$ cat src/rtl/nbrx_pkg.sv
package nbrx_pkg;
  localparam logic [2:0] MODE_ADDR  = 3'b010;
  localparam logic [2:0] MODE_ALL   = 3'b011;
  localparam logic [2:0] MODE_DMA9  = 3'b111;

  typedef enum logic [1:0] {
    RX_IDLE  = 2'd0,
    RX_START = 2'd1,
    RX_DATA  = 2'd2,
    RX_STOP  = 2'd3
  } rx_state_e;
endpackage

$ cat src/rtl/nbrx_sync.sv
module nbrx_sync #(
  parameter int STAGES = 2
) (
  input  logic clk,
  input  logic rst,
  input  logic din,
  output logic dout
);
  logic [STAGES-1:0] chain;

  always_ff @(posedge clk) begin
    if (rst) chain <= '1;
    else     chain <= {chain[STAGES-2:0], din};
  end

  assign dout = chain[STAGES-1];
endmodule

$ cat src/rtl/nbrx_sampler.sv
module nbrx_sampler
  import nbrx_pkg::*;
#(
  parameter int OSR   = 16,
  parameter int NBITS = 9
) (
  input  logic             clk,
  input  logic             rst,
  input  logic             tick,
  input  logic             line,
  output logic             done,
  output logic [NBITS-1:0] word,
  output logic             stop_ok
);
  localparam int CW = $clog2(OSR);
  localparam int IW = (NBITS > 1) ? $clog2(NBITS) : 1;
  localparam logic [CW-1:0] SMP0 = CW'(OSR/2 - 1);
  localparam logic [CW-1:0] SMP1 = CW'(OSR/2);
  localparam logic [CW-1:0] SMP2 = CW'(OSR/2 + 1);
  localparam logic [CW-1:0] LAST = CW'(OSR - 1);
  localparam logic [IW-1:0] BLAST = IW'(NBITS - 1);

  rx_state_e        state;
  logic [CW-1:0]    cnt;
  logic [IW-1:0]    bidx;
  logic [1:0]       smp;
  logic [NBITS-1:0] shreg;
  logic             vote;

  // two of three: the two stored samples plus the live one
  assign vote = (smp[0] & smp[1]) | (smp[0] & line) | (smp[1] & line);

  always_ff @(posedge clk) begin
    if (rst) begin
      state   <= RX_IDLE;
      cnt     <= '0;
      bidx    <= '0;
      smp     <= '0;
      shreg   <= '0;
      done    <= 1'b0;
      word    <= '0;
      stop_ok <= 1'b0;
    end else begin
      done <= 1'b0;
      if (tick) begin
        if (state == RX_IDLE) begin
          cnt <= '0;
          if (!line) state <= RX_START;
        end else begin
          cnt <= cnt + 1'b1;
          if (cnt == SMP0) smp[0] <= line;
          if (cnt == SMP1) smp[1] <= line;
          case (state)
            RX_START: begin
              if (cnt == SMP2 && vote) state <= RX_IDLE;   // false start
              else if (cnt == LAST) begin
                state <= RX_DATA;
                cnt   <= '0;
                bidx  <= '0;
              end
            end
            RX_DATA: begin
              if (cnt == SMP2) shreg <= {vote, shreg[NBITS-1:1]};
              if (cnt == LAST) begin
                cnt <= '0;
                if (bidx == BLAST) state <= RX_STOP;
                else               bidx  <= bidx + 1'b1;
              end
            end
            RX_STOP: begin
              if (cnt == SMP2) begin
                done    <= 1'b1;
                word    <= shreg;
                stop_ok <= vote;
                state   <= RX_IDLE;
              end
            end
            default: state <= RX_IDLE;
          endcase
        end
      end
    end
  end
endmodule

$ cat src/rtl/nbrx_route.sv
module nbrx_route
  import nbrx_pkg::*;
#(
  parameter int NBITS = 9
) (
  input  logic             clk,
  input  logic             rst,
  input  logic             char_done,
  input  logic [NBITS-1:0] char_data,
  input  logic             char_stop_ok,
  input  logic [2:0]       mode,
  input  logic             dma_en,
  input  logic             rd_strobe,
  input  logic             dma_ack,
  input  logic             err_clr,
  output logic [NBITS-1:0] rx_data,
  output logic             rx_full,
  output logic             dma_req,
  output logic             irq_rx,
  output logic             framing_err,
  output logic             overrun_err,
  output logic             irq_err
);
  logic active, dma_mode, ninth, take, fe_ev, ov_ev, fe_nx, ov_nx, drained;

  assign active   = (mode == MODE_ADDR) || (mode == MODE_ALL) || (mode == MODE_DMA9);
  assign dma_mode = dma_en || (mode == MODE_DMA9);
  assign ninth    = char_data[NBITS-1];
  assign take     = char_done && char_stop_ok && active && ((mode != MODE_ADDR) || ninth);
  assign fe_ev    = char_done && !char_stop_ok && active;
  assign drained  = rd_strobe || dma_ack;
  assign ov_ev    = take && rx_full && !drained;
  assign fe_nx    = fe_ev || (framing_err && !err_clr);
  assign ov_nx    = ov_ev || (overrun_err && !err_clr);

  always_ff @(posedge clk) begin
    if (rst) begin
      rx_data     <= '0;
      rx_full     <= 1'b0;
      dma_req     <= 1'b0;
      irq_rx      <= 1'b0;
      framing_err <= 1'b0;
      overrun_err <= 1'b0;
      irq_err     <= 1'b0;
    end else begin
      if (take) rx_data <= char_data;

      if (take)         rx_full <= 1'b1;
      else if (drained) rx_full <= 1'b0;

      if (take && dma_mode) dma_req <= 1'b1;
      else if (drained)     dma_req <= 1'b0;

      if (take && (!dma_mode || (mode == MODE_DMA9 && ninth))) irq_rx <= 1'b1;
      else if (rd_strobe)                                      irq_rx <= 1'b0;

      framing_err <= fe_nx;
      overrun_err <= ov_nx;
      irq_err     <= fe_nx || ov_nx;
    end
  end
endmodule

$ cat src/rtl/ninebit_rx.sv
module ninebit_rx
  import nbrx_pkg::*;
#(
  parameter int OSR       = 16,
  parameter int NBITS     = 9,
  parameter int SYNC_STGS = 2
) (
  input  logic             clk,
  input  logic             rst,
  input  logic             os_tick,
  input  logic             rxd,
  input  logic [2:0]       mode,
  input  logic             dma_en,
  input  logic             tx_ready,
  input  logic             rd_strobe,
  input  logic             dma_ack,
  input  logic             err_clr,
  output logic [NBITS-1:0] rx_data,
  output logic             rx_full,
  output logic             dma_req,
  output logic             irq_rx,
  output logic             irq_tx,
  output logic             irq_err,
  output logic             framing_err,
  output logic             overrun_err
);
  logic             line_s;
  logic             char_done;
  logic [NBITS-1:0] char_data;
  logic             char_stop_ok;

  nbrx_sync #(.STAGES(SYNC_STGS)) u_sync (
    .clk(clk), .rst(rst), .din(rxd), .dout(line_s)
  );

  nbrx_sampler #(.OSR(OSR), .NBITS(NBITS)) u_smp (
    .clk(clk), .rst(rst), .tick(os_tick), .line(line_s),
    .done(char_done), .word(char_data), .stop_ok(char_stop_ok)
  );

  nbrx_route #(.NBITS(NBITS)) u_route (
    .clk(clk), .rst(rst),
    .char_done(char_done), .char_data(char_data), .char_stop_ok(char_stop_ok),
    .mode(mode), .dma_en(dma_en),
    .rd_strobe(rd_strobe), .dma_ack(dma_ack), .err_clr(err_clr),
    .rx_data(rx_data), .rx_full(rx_full), .dma_req(dma_req), .irq_rx(irq_rx),
    .framing_err(framing_err), .overrun_err(overrun_err), .irq_err(irq_err)
  );

  // transmit-ready interrupt is gated off while characters go to DMA
  always_ff @(posedge clk) begin
    if (rst) irq_tx <= 1'b0;
    else     irq_tx <= tx_ready && !(dma_en || mode == MODE_DMA9);
  end
endmodule

$ cat config.mk
export PLATFORM = sky130hd
export DESIGN_NAME = ninebit_rx
export DESIGN_NICKNAME = d
export VERILOG_FILES = /design/src/rtl/nbrx_pkg.sv /design/src/rtl/nbrx_sync.sv /design/src/rtl/nbrx_sampler.sv /design/src/rtl/nbrx_route.sv /design/src/rtl/ninebit_rx.sv
export SDC_FILE = /design/constraint.sdc
export NUM_CORES = 1
export LEC_CHECK = 0
export BUFFER_PORTS_ARGS = -buffer_cell sky130_fd_sc_hd__buf_2
export CORE_UTILIZATION = 50
export DETAILED_ROUTE_END_ITERATION = 16
export PLACE_DENSITY = 0.8
export REMOVE_ABC_BUFFERS = 1
export SLEW_MARGIN = 40
export SYNTH_ARGS = -nofsm -noshare
export SYNTH_HDL_FRONTEND = slang
export SYNTH_SLANG_ARGS = --single-unit
$ cat constraint.sdc
create_clock -name clk -period 2.6 [get_ports clk]
set_input_delay 0.39 -clock clk [delete_from_list [all_inputs] [get_ports clk]]
set_output_delay 0.39 -clock clk [all_outputs]
set_load 0.005 [all_outputs]
==> impl_metrics.env, run 1 <==
export IMPL_dr_pass1_iters=4
export IMPL_drv_slew=0
export IMPL_clk_latency_ps=310
export IMPL_post_cts_setup_buffers=0
export IMPL_setup_viol=0
export IMPL_grt_overflow=0
export IMPL_layout_drive_gt1_share_pct=17.6
export IMPL_synthToLayoutAreaGrowth_pct=11.4
export IMPL_clkTransAtPathRegs_ps=90
export IMPL_wirelength_um=3730
export IMPL_post_route_drc_count=0
export IMPL_cts_made_buffers=5
export IMPL_critPathKind="register to register"
export IMPL_cp_slowest_cell="nand3_1"
export IMPL_synth_seq_area_share_pct=45.9
export IMPL_antenna_left=0
export IMPL_leakage_uw=0.00121
export IMPL_p_per_area_nw_per_um2=548
export IMPL_arrival_ps=2390
export IMPL_synth_top_area_share_pct=45.9
export IMPL_clkSinkCount=50
export IMPL_via_count=1622
export IMPL_route_met3_wl_um=177
export IMPL_ys_warn_count=0
export IMPL_antenna_found_initial=0
export IMPL_grt_pass1_vias=1352
export IMPL_hold_ws_ps=264
export IMPL_synth_edf_count=0
export IMPL_fmax_mhz=457
export IMPL_die_w_um=68.0
export IMPL_avgSynthCellArea_um2=9.48
export IMPL_synth_distinct_cells=40
export IMPL_wl_per_cell_um=12.2
export IMPL_ys_flop_type="dfxtp_1"
export IMPL_htreeDepth=2
export IMPL_groute_usage_overall_pct=18.0
export IMPL_clock_path_buffers=2
export IMPL_place_gp_congestion=0.834
export IMPL_hpwlAfterDp_um=2590
export IMPL_tightestPinTransition_ps=529
export IMPL_ios=28
export IMPL_ys_async_sr_fraction_pct=0
export IMPL_synth_cell_area_um2=2180
export IMPL_maxCapViolations=0
export IMPL_cts_resized=0
export IMPL_synth_seq_cells=50
export IMPL_rows=23
export IMPL_tns_ps=0
export IMPL_relSlewSlack_pct=64.6
export IMPL_finClkSkew_ps=7.96
export IMPL_fin_crit_sh_pct=84.1
export IMPL_wl_met2_um=1640
export IMPL_insertedDiodeCount=0
export IMPL_io_buffers=27
export IMPL_holdPathStages=2
export IMPL_grt_max_degree=27
export IMPL_required_ps=2800
export IMPL_min_from="rxd"
export IMPL_cts_tree="built"
export IMPL_max_stage_delay_ps=500
export IMPL_synth_most_common_cell="dfxtp_1"
export IMPL_initialDrtViolationCount=60
export IMPL_critical_path_endpoint_type="register"
export IMPL_yosys_top_cells_area="dfxtp_1 46%, mux2i_1 15%, nor2_1 7.4%"
export IMPL_ff2ff_path_depth=6
export IMPL_hold_violations=0
export IMPL_rsz0062_at_grt="no"
export IMPL_r2r_slack_ps=410
export IMPL_die_height_um=68.0
export IMPL_cts_hold_buf=0
export IMPL_netlist_top_cells_count="50 x dfxtp_1, 43 x nor2_1, 33 x mux2i_1"
export IMPL_ir_drop_uv=408
export IMPL_m1WireLength_um=1850
export IMPL_nets=275
export IMPL_outcome="finished clean"
export IMPL_hold_path_class="input pin to register"
export IMPL_core_area_um2=4090
export IMPL_die_area_um2=4630
export IMPL_finalCriticalPeriod_ps=2190
export IMPL_synth_largest_area_cell="dfxtp_1"
export IMPL_grt_first_pass_wirelength_um=6090
export IMPL_timing_rr_end="u_smp.shreg[4]"
export IMPL_crit_path_cell_trace="inv_1 -> ha_1 -> nor2b_1 -> nand3_1 -> mux2i_1 -> nor2_1"
export IMPL_hold_end="u_sync.chain[0]"
export IMPL_dr_max_layer_used="met4"
export IMPL_synthCells=230
export IMPL_r2r_start="u_smp.state[0]"
export IMPL_crit_path_max_fanout=9
export IMPL_initial_utilization_pct=53.3
export IMPL_cts_root_buf="clkbuf_8"
export IMPL_start_kind="register"
export IMPL_via_per_inst=5.32
==> placed cells by master, fill, tap and decap left out, types with 4 or more instances in the layout <==
| cell type | n |
|---|---|
| clkbuf_8 | 6 |
| nand2_1 | 8 |
| dfxtp_1 | 50 |
| ha_1 | 9 |
| inv_1 | 12 |
| nor2_1 | 43 |
| mux2i_1 | 33 |
| buf_2 | 27 |
| nand4b_1 | 4 |
| a21oi_1 | 11 |
| nand3_1 | 8 |
==> final cells by class <==
cell class | count | area, um^2
clock buffer | 6 | 82.6
timing repair buffer | 29 | 150
tap | 50 | 62.6
fill | 355 | 1660
sequential | 50 | 1000
multi-input combinational | 156 | 1070
inverter | 12 | 45.0
clock inverter | 2 | 17.5
==> per-layer routing <==
metal | global-route usage, % | vias to the layer above
met5 | 0 | -
met4 | 10.2 | 0
met3 | 5.67 | 5
met2 | 26.6 | 46
met1 | 23.0 | 736
li1 | - | 835
==> worst max-delay path, delay by kind of cell, from the launching register on <==
kind / cells / cell delay (ps)
adders and majority gates: 1 / 290
buffers and inverters: 1 / 80
DFF: 1 / 390
muxes: 1 / 310
and+or+nand+nor: 3 / 1010
==> where the power goes <==
part           leakage (uW)  switching, uW  internal, uW  total, uW
sequential         0.000403           4.22           770        774
combinational      0.000756           49.8          30.9       80.7
clock             0.0000514            257           219        476
total               0.00121            311          1020       1330
==> per-stage QoR <==
step                power (uW)  area [um^2]  util (%)  cells  setup WS, ps
finish                    1330         2430      59.4    305           413
global route              1400         2430      59.4    305           201
CTS                       1350         2430      59.4    305           420
detailed placement         871         2330      57.0    297           449
global placement           870         2330      57.0    297           561
floorplan                  837         2120         -    218           762
==> cells by family (layout without fill, tap and decap cells) <==
family / Yosys count / in the layout / share of synthesized area (%)
compound gates: 32 / 32 / 10.0
fa+ha+maj: 10 / 10 / 5.68
buf+inv: 24 / 49 / 4.99
flops: 50 / 50 / 45.9
mux: 34 / 34 / 15.8
simple gates: 80 / 80 / 17.5
==> registers in the layout, summed over array words and instances, names as in the netlist, 2 cells and up <==
name,flops
u_route.rx_data,9
u_smp.shreg,9
u_smp.word,9
u_smp.bidx,4
u_smp.cnt,4
u_smp.smp,2
u_smp.state,2
u_sync.chain,2
==> how the worst max path moves through the flow <==
stage | from | endpoint | slack, ps | cells after the start
after floorplan | u_smp.state[0] | u_smp.shreg[0] | 760 | 6
after global placement | u_smp.state[0] | u_smp.shreg[8] | 560 | 6
after detailed placement | u_smp.state[0] | u_smp.shreg[4] | 450 | 6
after CTS | u_smp.state[0] | u_smp.shreg[4] | 420 | 6
after global routing | u_smp.state[0] | u_smp.shreg[4] | 200 | 6
final | u_smp.state[0] | u_smp.shreg[4] | 410 | 6
Note: power is estimated with default switching activity, not from simulation.
==> inputs of run 2 (changes only) <==
==> constraint.sdc (replaced) <==
create_clock -name clk -period 2.1 [get_ports clk]
set_input_delay 0.315 -clock clk [delete_from_list [all_inputs] [get_ports clk]]
set_output_delay 0.315 -clock clk [all_outputs]
set_load 0.005 [all_outputs]
==> run 2 against run 1 <==
  * Sequential share of layout area shrank 0.65 points
  * Clock power grew 46%
  * Setup slack lost 83 ps
  * Global-route usage grew 0.99 points
  * Critical endpoint is now u_smp.stop_ok
  * Highest routed layer unchanged
==> impl_metrics.env, run 2 (synthesis results as in run 1) <==
export IMPL_utilization_pct=60.4
export IMPL_hold_violations=0
export IMPL_maxCapViolations=0
export IMPL_ios=28
export IMPL_rsz0062_at_grt="no"
export IMPL_wl_per_cell_um=12.7
export IMPL_crit_path_max_fanout=11
export IMPL_rows=23
export IMPL_arrival_ps=1970
export IMPL_nets=278
export IMPL_drv_slew=0
export IMPL_place_gp_congestion=0.848
export IMPL_initial_utilization_pct=53.3
export IMPL_cts_hold_buf=0
export IMPL_layout_common_cells="50 x dfxtp_1, 43 x nor2_1, 33 x mux2i_1"
export IMPL_p_per_area_nw_per_um2=712
export IMPL_via_count=1656
export IMPL_fmax_mhz=565
export IMPL_hold_path_class="input pin to register"
export IMPL_critPathBufInv=1
export IMPL_start_kind="register"
export IMPL_tns_ps=0
export IMPL_top_regs="u_route.rx_data x9, u_smp.shreg x9, u_smp.word x9"
export IMPL_via_per_inst=5.38
export IMPL_cp_slowest_cell="dfxtp_1"
export IMPL_insertedDiodeCount=0
export IMPL_finClkSkew_ps=6.45
export IMPL_outcome="finished clean"
export IMPL_core_area_um2=4090
export IMPL_leakage_uw=0.00123
export IMPL_antenna_left=0
export IMPL_layout_drive_gt1_share_pct=18.6
export IMPL_fin_crit_sh_pct=84.3
export IMPL_critPathKind="register to register"
export IMPL_initialDrtViolationCount=96
export IMPL_max_stage_delay_ps=390
export IMPL_die_w_um=68.0
export IMPL_die_height_um=68.0
export IMPL_die_area_um2=4630
export IMPL_clk_latency_ps=300
export IMPL_grt_pass1_vias=1525
export IMPL_critical_path_endpoint_type="register"
export IMPL_hpwlAfterDp_um=2730
export IMPL_final_common_cell="dfxtp_1"
export IMPL_post_cts_setup_buffers=0
export IMPL_antenna_found_initial=0
export IMPL_post_route_drc_count=0
export IMPL_grt_max_degree=22
export IMPL_dr_pass1_iters=4
export IMPL_stdcell_area_um2=2470
export IMPL_crit_path_cell_trace="inv_1 -> ha_1 -> nor2b_1 -> nand3_2 -> mux2i_1 -> nor2_1"
export IMPL_clkSinkCount=50
export IMPL_synthToLayoutAreaGrowth_pct=13.2
export IMPL_fillers=355
export IMPL_setup_viol=0
export IMPL_grt_overflow=0
export IMPL_relSlewSlack_pct=73.0
export IMPL_tightestPinTransition_ps=405
export IMPL_io_buffers=27
export IMPL_htreeDepth=2
export IMPL_cts_made_buffers=5
export IMPL_wirelength_um=3920
export IMPL_crit_family="simple AND/OR/NAND/NOR gates"
export IMPL_cts_tree="built"
export IMPL_ir_drop_uv=415
export IMPL_finalCriticalPeriod_ps=1770
export IMPL_clkTransAtPathRegs_ps=90
export IMPL_groute_usage_overall_pct=19.0
export IMPL_required_ps=2300
export IMPL_clock_path_buffers=2
export IMPL_cts_resized=0
export IMPL_cts_root_buf="clkbuf_8"
export IMPL_post_dp_cell_area_um2=2350
export IMPL_grt_first_pass_wirelength_um=6670
## run 2: changes by cell type in the layout (fill, tap and decap cells not counted), sizes merged
cell / delta
inv: +2
clkinv: -2
bufinv: +1
clkbuf: -1
buf: +3
## run 2: report_power, final
group / switching [uW] / internal (uW) / leakage [uW]
Clock: 329 / 364 / 0.0000591
Sequential: 4.97 / 953 / 0.000403
Combinational: 63.4 / 41.0 / 0.000770
## run 2: final cells by class
cell class,instances,area [um^2],share of cell area (%)
inverters,12,45.0,1.83
well taps,50,62.6,2.54
flip-flops and latches,50,1000,40.6
repair buffers,32,173,7.00
multi-input cells,156,1070,43.4
clock inverters,3,47.5,1.93
clock buffers,5,68.8,2.79
## run 2: path summary, 6_finish.rpt
kind | startpoint | to | slack (ps) | cells after the start
setup / recovery | u_smp.state[0] | u_smp.stop_ok | 330 | 6
hold / removal | rxd | u_sync.chain[0] | 200 | 2
setup reg to reg | u_smp.state[0] | u_smp.stop_ok | 330 | 6
hold reg to reg | u_sync.chain[0] | u_sync.chain[1] | 420 | 1
## run 2: metal layers
layer / vias up / track usage [%] / wire length, um
met1: 772 / 24.8 / 1860
met4: 0 / 7.55 / 34
met2: 41 / 30.3 / 1850
li1: 841 / - / -
met3: 2 / 4.17 / 172
met5: - / 0 / 0
## run 2: per-stage QoR
stage / setup WS [ps] / total power, uW / hold slack (ps) / std cells
after floorplan: 262 / 1040 / 384 / 218
after global placement: 415 / 1080 / 392 / 300
after detailed placement: 337 / 1080 / 399 / 300
after CTS: 331 / 1760 / 189 / 308
after global routing: 138 / 1820 / 195 / 308
final: 330 / 1760 / 197 / 308
==> inputs of run 3 (changes only) <==
--- a/config.mk
+++ b/config.mk
@@ -8,7 +8,7 @@
 export BUFFER_PORTS_ARGS = -buffer_cell sky130_fd_sc_hd__buf_2
 export CORE_UTILIZATION = 50
 export DETAILED_ROUTE_END_ITERATION = 16
-export PLACE_DENSITY = 0.8
+export PLACE_DENSITY = 0.83
 export REMOVE_ABC_BUFFERS = 1
 export SLEW_MARGIN = 40
 export SYNTH_ARGS = -nofsm -noshare
==> constraint.sdc (replaced) <==
create_clock -name clk -period 1.5 [get_ports clk]
set_input_delay 0.225 -clock clk [delete_from_list [all_inputs] [get_ports clk]]
set_output_delay 0.225 -clock clk [all_outputs]
set_load 0.005 [all_outputs]
==> run 3 against run 2 <==
  * The run now ends with negative setup slack left
  * Fmax is 14% higher
  * Hold slack worse by 94 ps
  * Core utilization is 7.4 points higher
  * Clock skew is 1.3 ps lower
  * Total power is 41% higher
  * Critical endpoint is now u_smp.state[0]
==> impl_metrics.env, run 3 (synthesis results as in run 1) <==
export IMPL_groute_usage_overall_pct=20.7
export IMPL_finClkSkew_ps=5.14
export IMPL_antenna_found_initial=0
export IMPL_stdcell_area_um2=2770
export IMPL_relSlewSlack_pct=80.9
export IMPL_swShare_pct=22.4
export IMPL_core_area_um2=4090
export IMPL_insertedDiodeCount=0
export IMPL_r2r_start="u_smp.cnt[1]"
export IMPL_fmax_mhz=642
export IMPL_cts_root_buf="clkbuf_8"
export IMPL_initialDrtViolationCount=68
export IMPL_min_from="rxd"
export IMPL_grt_first_pass_wirelength_um=7020
export IMPL_cts_made_buffers=5
export IMPL_hold_ws_ps=103
export IMPL_htreeDepth=2
export IMPL_grt_max_degree=31
export IMPL_setup_viol=8
export IMPL_hold_path_class="input pin to register"
export IMPL_violations="negative setup slack"
export IMPL_ios=28
export IMPL_p_seq_share_pct=54.0
export IMPL_cp_slowest_cell="dfxtp_4"
export IMPL_hpwlAfterDp_um=3030
export IMPL_fin_ws_ps=-57.2
export IMPL_max_stage_delay_ps=390
export IMPL_clkTransAtPathRegs_ps=90
export IMPL_finalCriticalPeriod_ps=1560
export IMPL_top_regs="u_route.rx_data x9, u_smp.shreg x9, u_smp.word x9"
export IMPL_leakage_uw=0.00137
export IMPL_via_per_inst=5.39
export IMPL_via_count=1789
export IMPL_place_gp_congestion=0.875
export IMPL_fin_crit_sh_pct=104
export IMPL_antenna_left=0
export IMPL_layout_drive_gt1_share_pct=31.9
export IMPL_ir_drop_uv=684
export IMPL_die_w_um=68.0
export IMPL_layout_common_cells="46 x dfxtp_1, 43 x nor2_1, 33 x mux2i_1"
export IMPL_rsz0062_at_grt="yes"
export IMPL_dr_pass1_iters=4
export IMPL_die_area_um2=4630
export IMPL_critPathKind="register to register"
export IMPL_crit_start="u_smp.cnt[1]"
export IMPL_grt_overflow=0
export IMPL_clkSinkCount=50
export IMPL_required_ps=1690
export IMPL_start_kind="register"
export IMPL_internal_power_uw=1920
export IMPL_clk_latency_ps=300
export IMPL_synthToLayoutAreaGrowth_pct=27.2
export IMPL_p_clk_share_pct=37.6
export IMPL_clock_path_buffers=2
export IMPL_hold_violations=0
export IMPL_switchingPower_uw=554
export IMPL_post_dp_cell_area_um2=2530
export IMPL_combPwrFrac_pct=8.4
export IMPL_rows=23
export IMPL_utilization_pct=67.8
export IMPL_die_height_um=68.0
export IMPL_maxCapViolations=0
export IMPL_outcome="finished with violations"
export IMPL_nets=302
export IMPL_crit_path_max_fanout=4
export IMPL_crit_path_cell_trace="inv_4 -> ha_4 -> and3b_2 -> a211o_1 -> o2111ai_2 -> mux2_4"
export IMPL_final_common_cell="dfxtp_1"
export IMPL_wl_per_cell_um=14.0
export IMPL_cts_tree="built"
export IMPL_post_route_drc_count=0
export IMPL_io_buffers=27
export IMPL_p_per_area_nw_per_um2=894
export IMPL_drv_slew=0
export IMPL_grt_pass1_vias=1543
export IMPL_critical_path_endpoint_type="register"
export IMPL_initial_utilization_pct=53.3
export IMPL_tightestPinTransition_ps=285
export IMPL_wirelength_um=4650
export IMPL_arrival_ps=1750
==> run 3: cell count changes in the layout (fill, tap and decap cells not counted), moves of 3 or more <==
cell	before	now
buf_4	5	26
dfxtp_1	50	46
ha_1	9	5
ha_4	0	4
inv_1	12	9
==> run 3: worst max-delay path: cells and delay by family, from the launching register on <==
family / cells / cell delay, ps
DFF: 1 / 390
adders and majority gates: 1 / 130
buffers and inverters: 1 / 40
and+or+nand+nor: 1 / 220
muxes: 1 / 320
AOI/OAI and AO/OA: 2 / 360
==> run 3: path summary, 6_finish.rpt <==
path,end,slack [ps],depth (start not counted)
max,u_smp.state[0],-60,6
min,u_sync.chain[0],100,2
max reg2reg,u_smp.state[0],-60,6
min reg2reg,u_sync.chain[1],420,1
==> run 3: what timing repair did <==
item                                    in CTS  in global routing
hold buffers                                 0                  0
endpoints found under the setup margin      28                 29
pin swaps                                    5                  3
resized for setup                           14                 16
cloned                                       0                  1
buffers inserted                             2                  1
==> run 3: stage by stage <==
step	std cells	setup TNS (ps)	total power, uW	worst slack, ps
final	332	-144	2480	-57.2
after detailed placement	320	-1700	1550	-156
after global placement	320	-369	1550	-61.6
after global routing	332	-1500	2570	-115
after floorplan	218	-5980	1450	-338
after CTS	330	-144	2480	-57.4
==> run 3: power groups by stage <==
stage,Sequential [uW],Combinational [uW],Clock (uW)
final,1340,209,930
after global routing,1340,224,1010
after CTS,1340,195,948
after detailed placement,1370,180,0
after global placement,1370,176,0
after floorplan,1370,80.2,0
==> run 3: final cells by class <==
class	count	area, um^2
multi-input combinational	156	1160
inverter	12	47.5
fill	318	1320
timing repair buffer	56	382
sequential	50	1010
clock buffer	6	72.6
tap	50	62.6
clock inverter	2	37.5
==> run 3: per-layer routing <==
layer,GRT usage [%],part of all wire [%],vias to the layer above
met2,34.2,49,46
met4,9.64,1.1,0
met3,4.17,3.9,4
met1,25.6,46,840
li1,-,-,899
met5,0,0,-
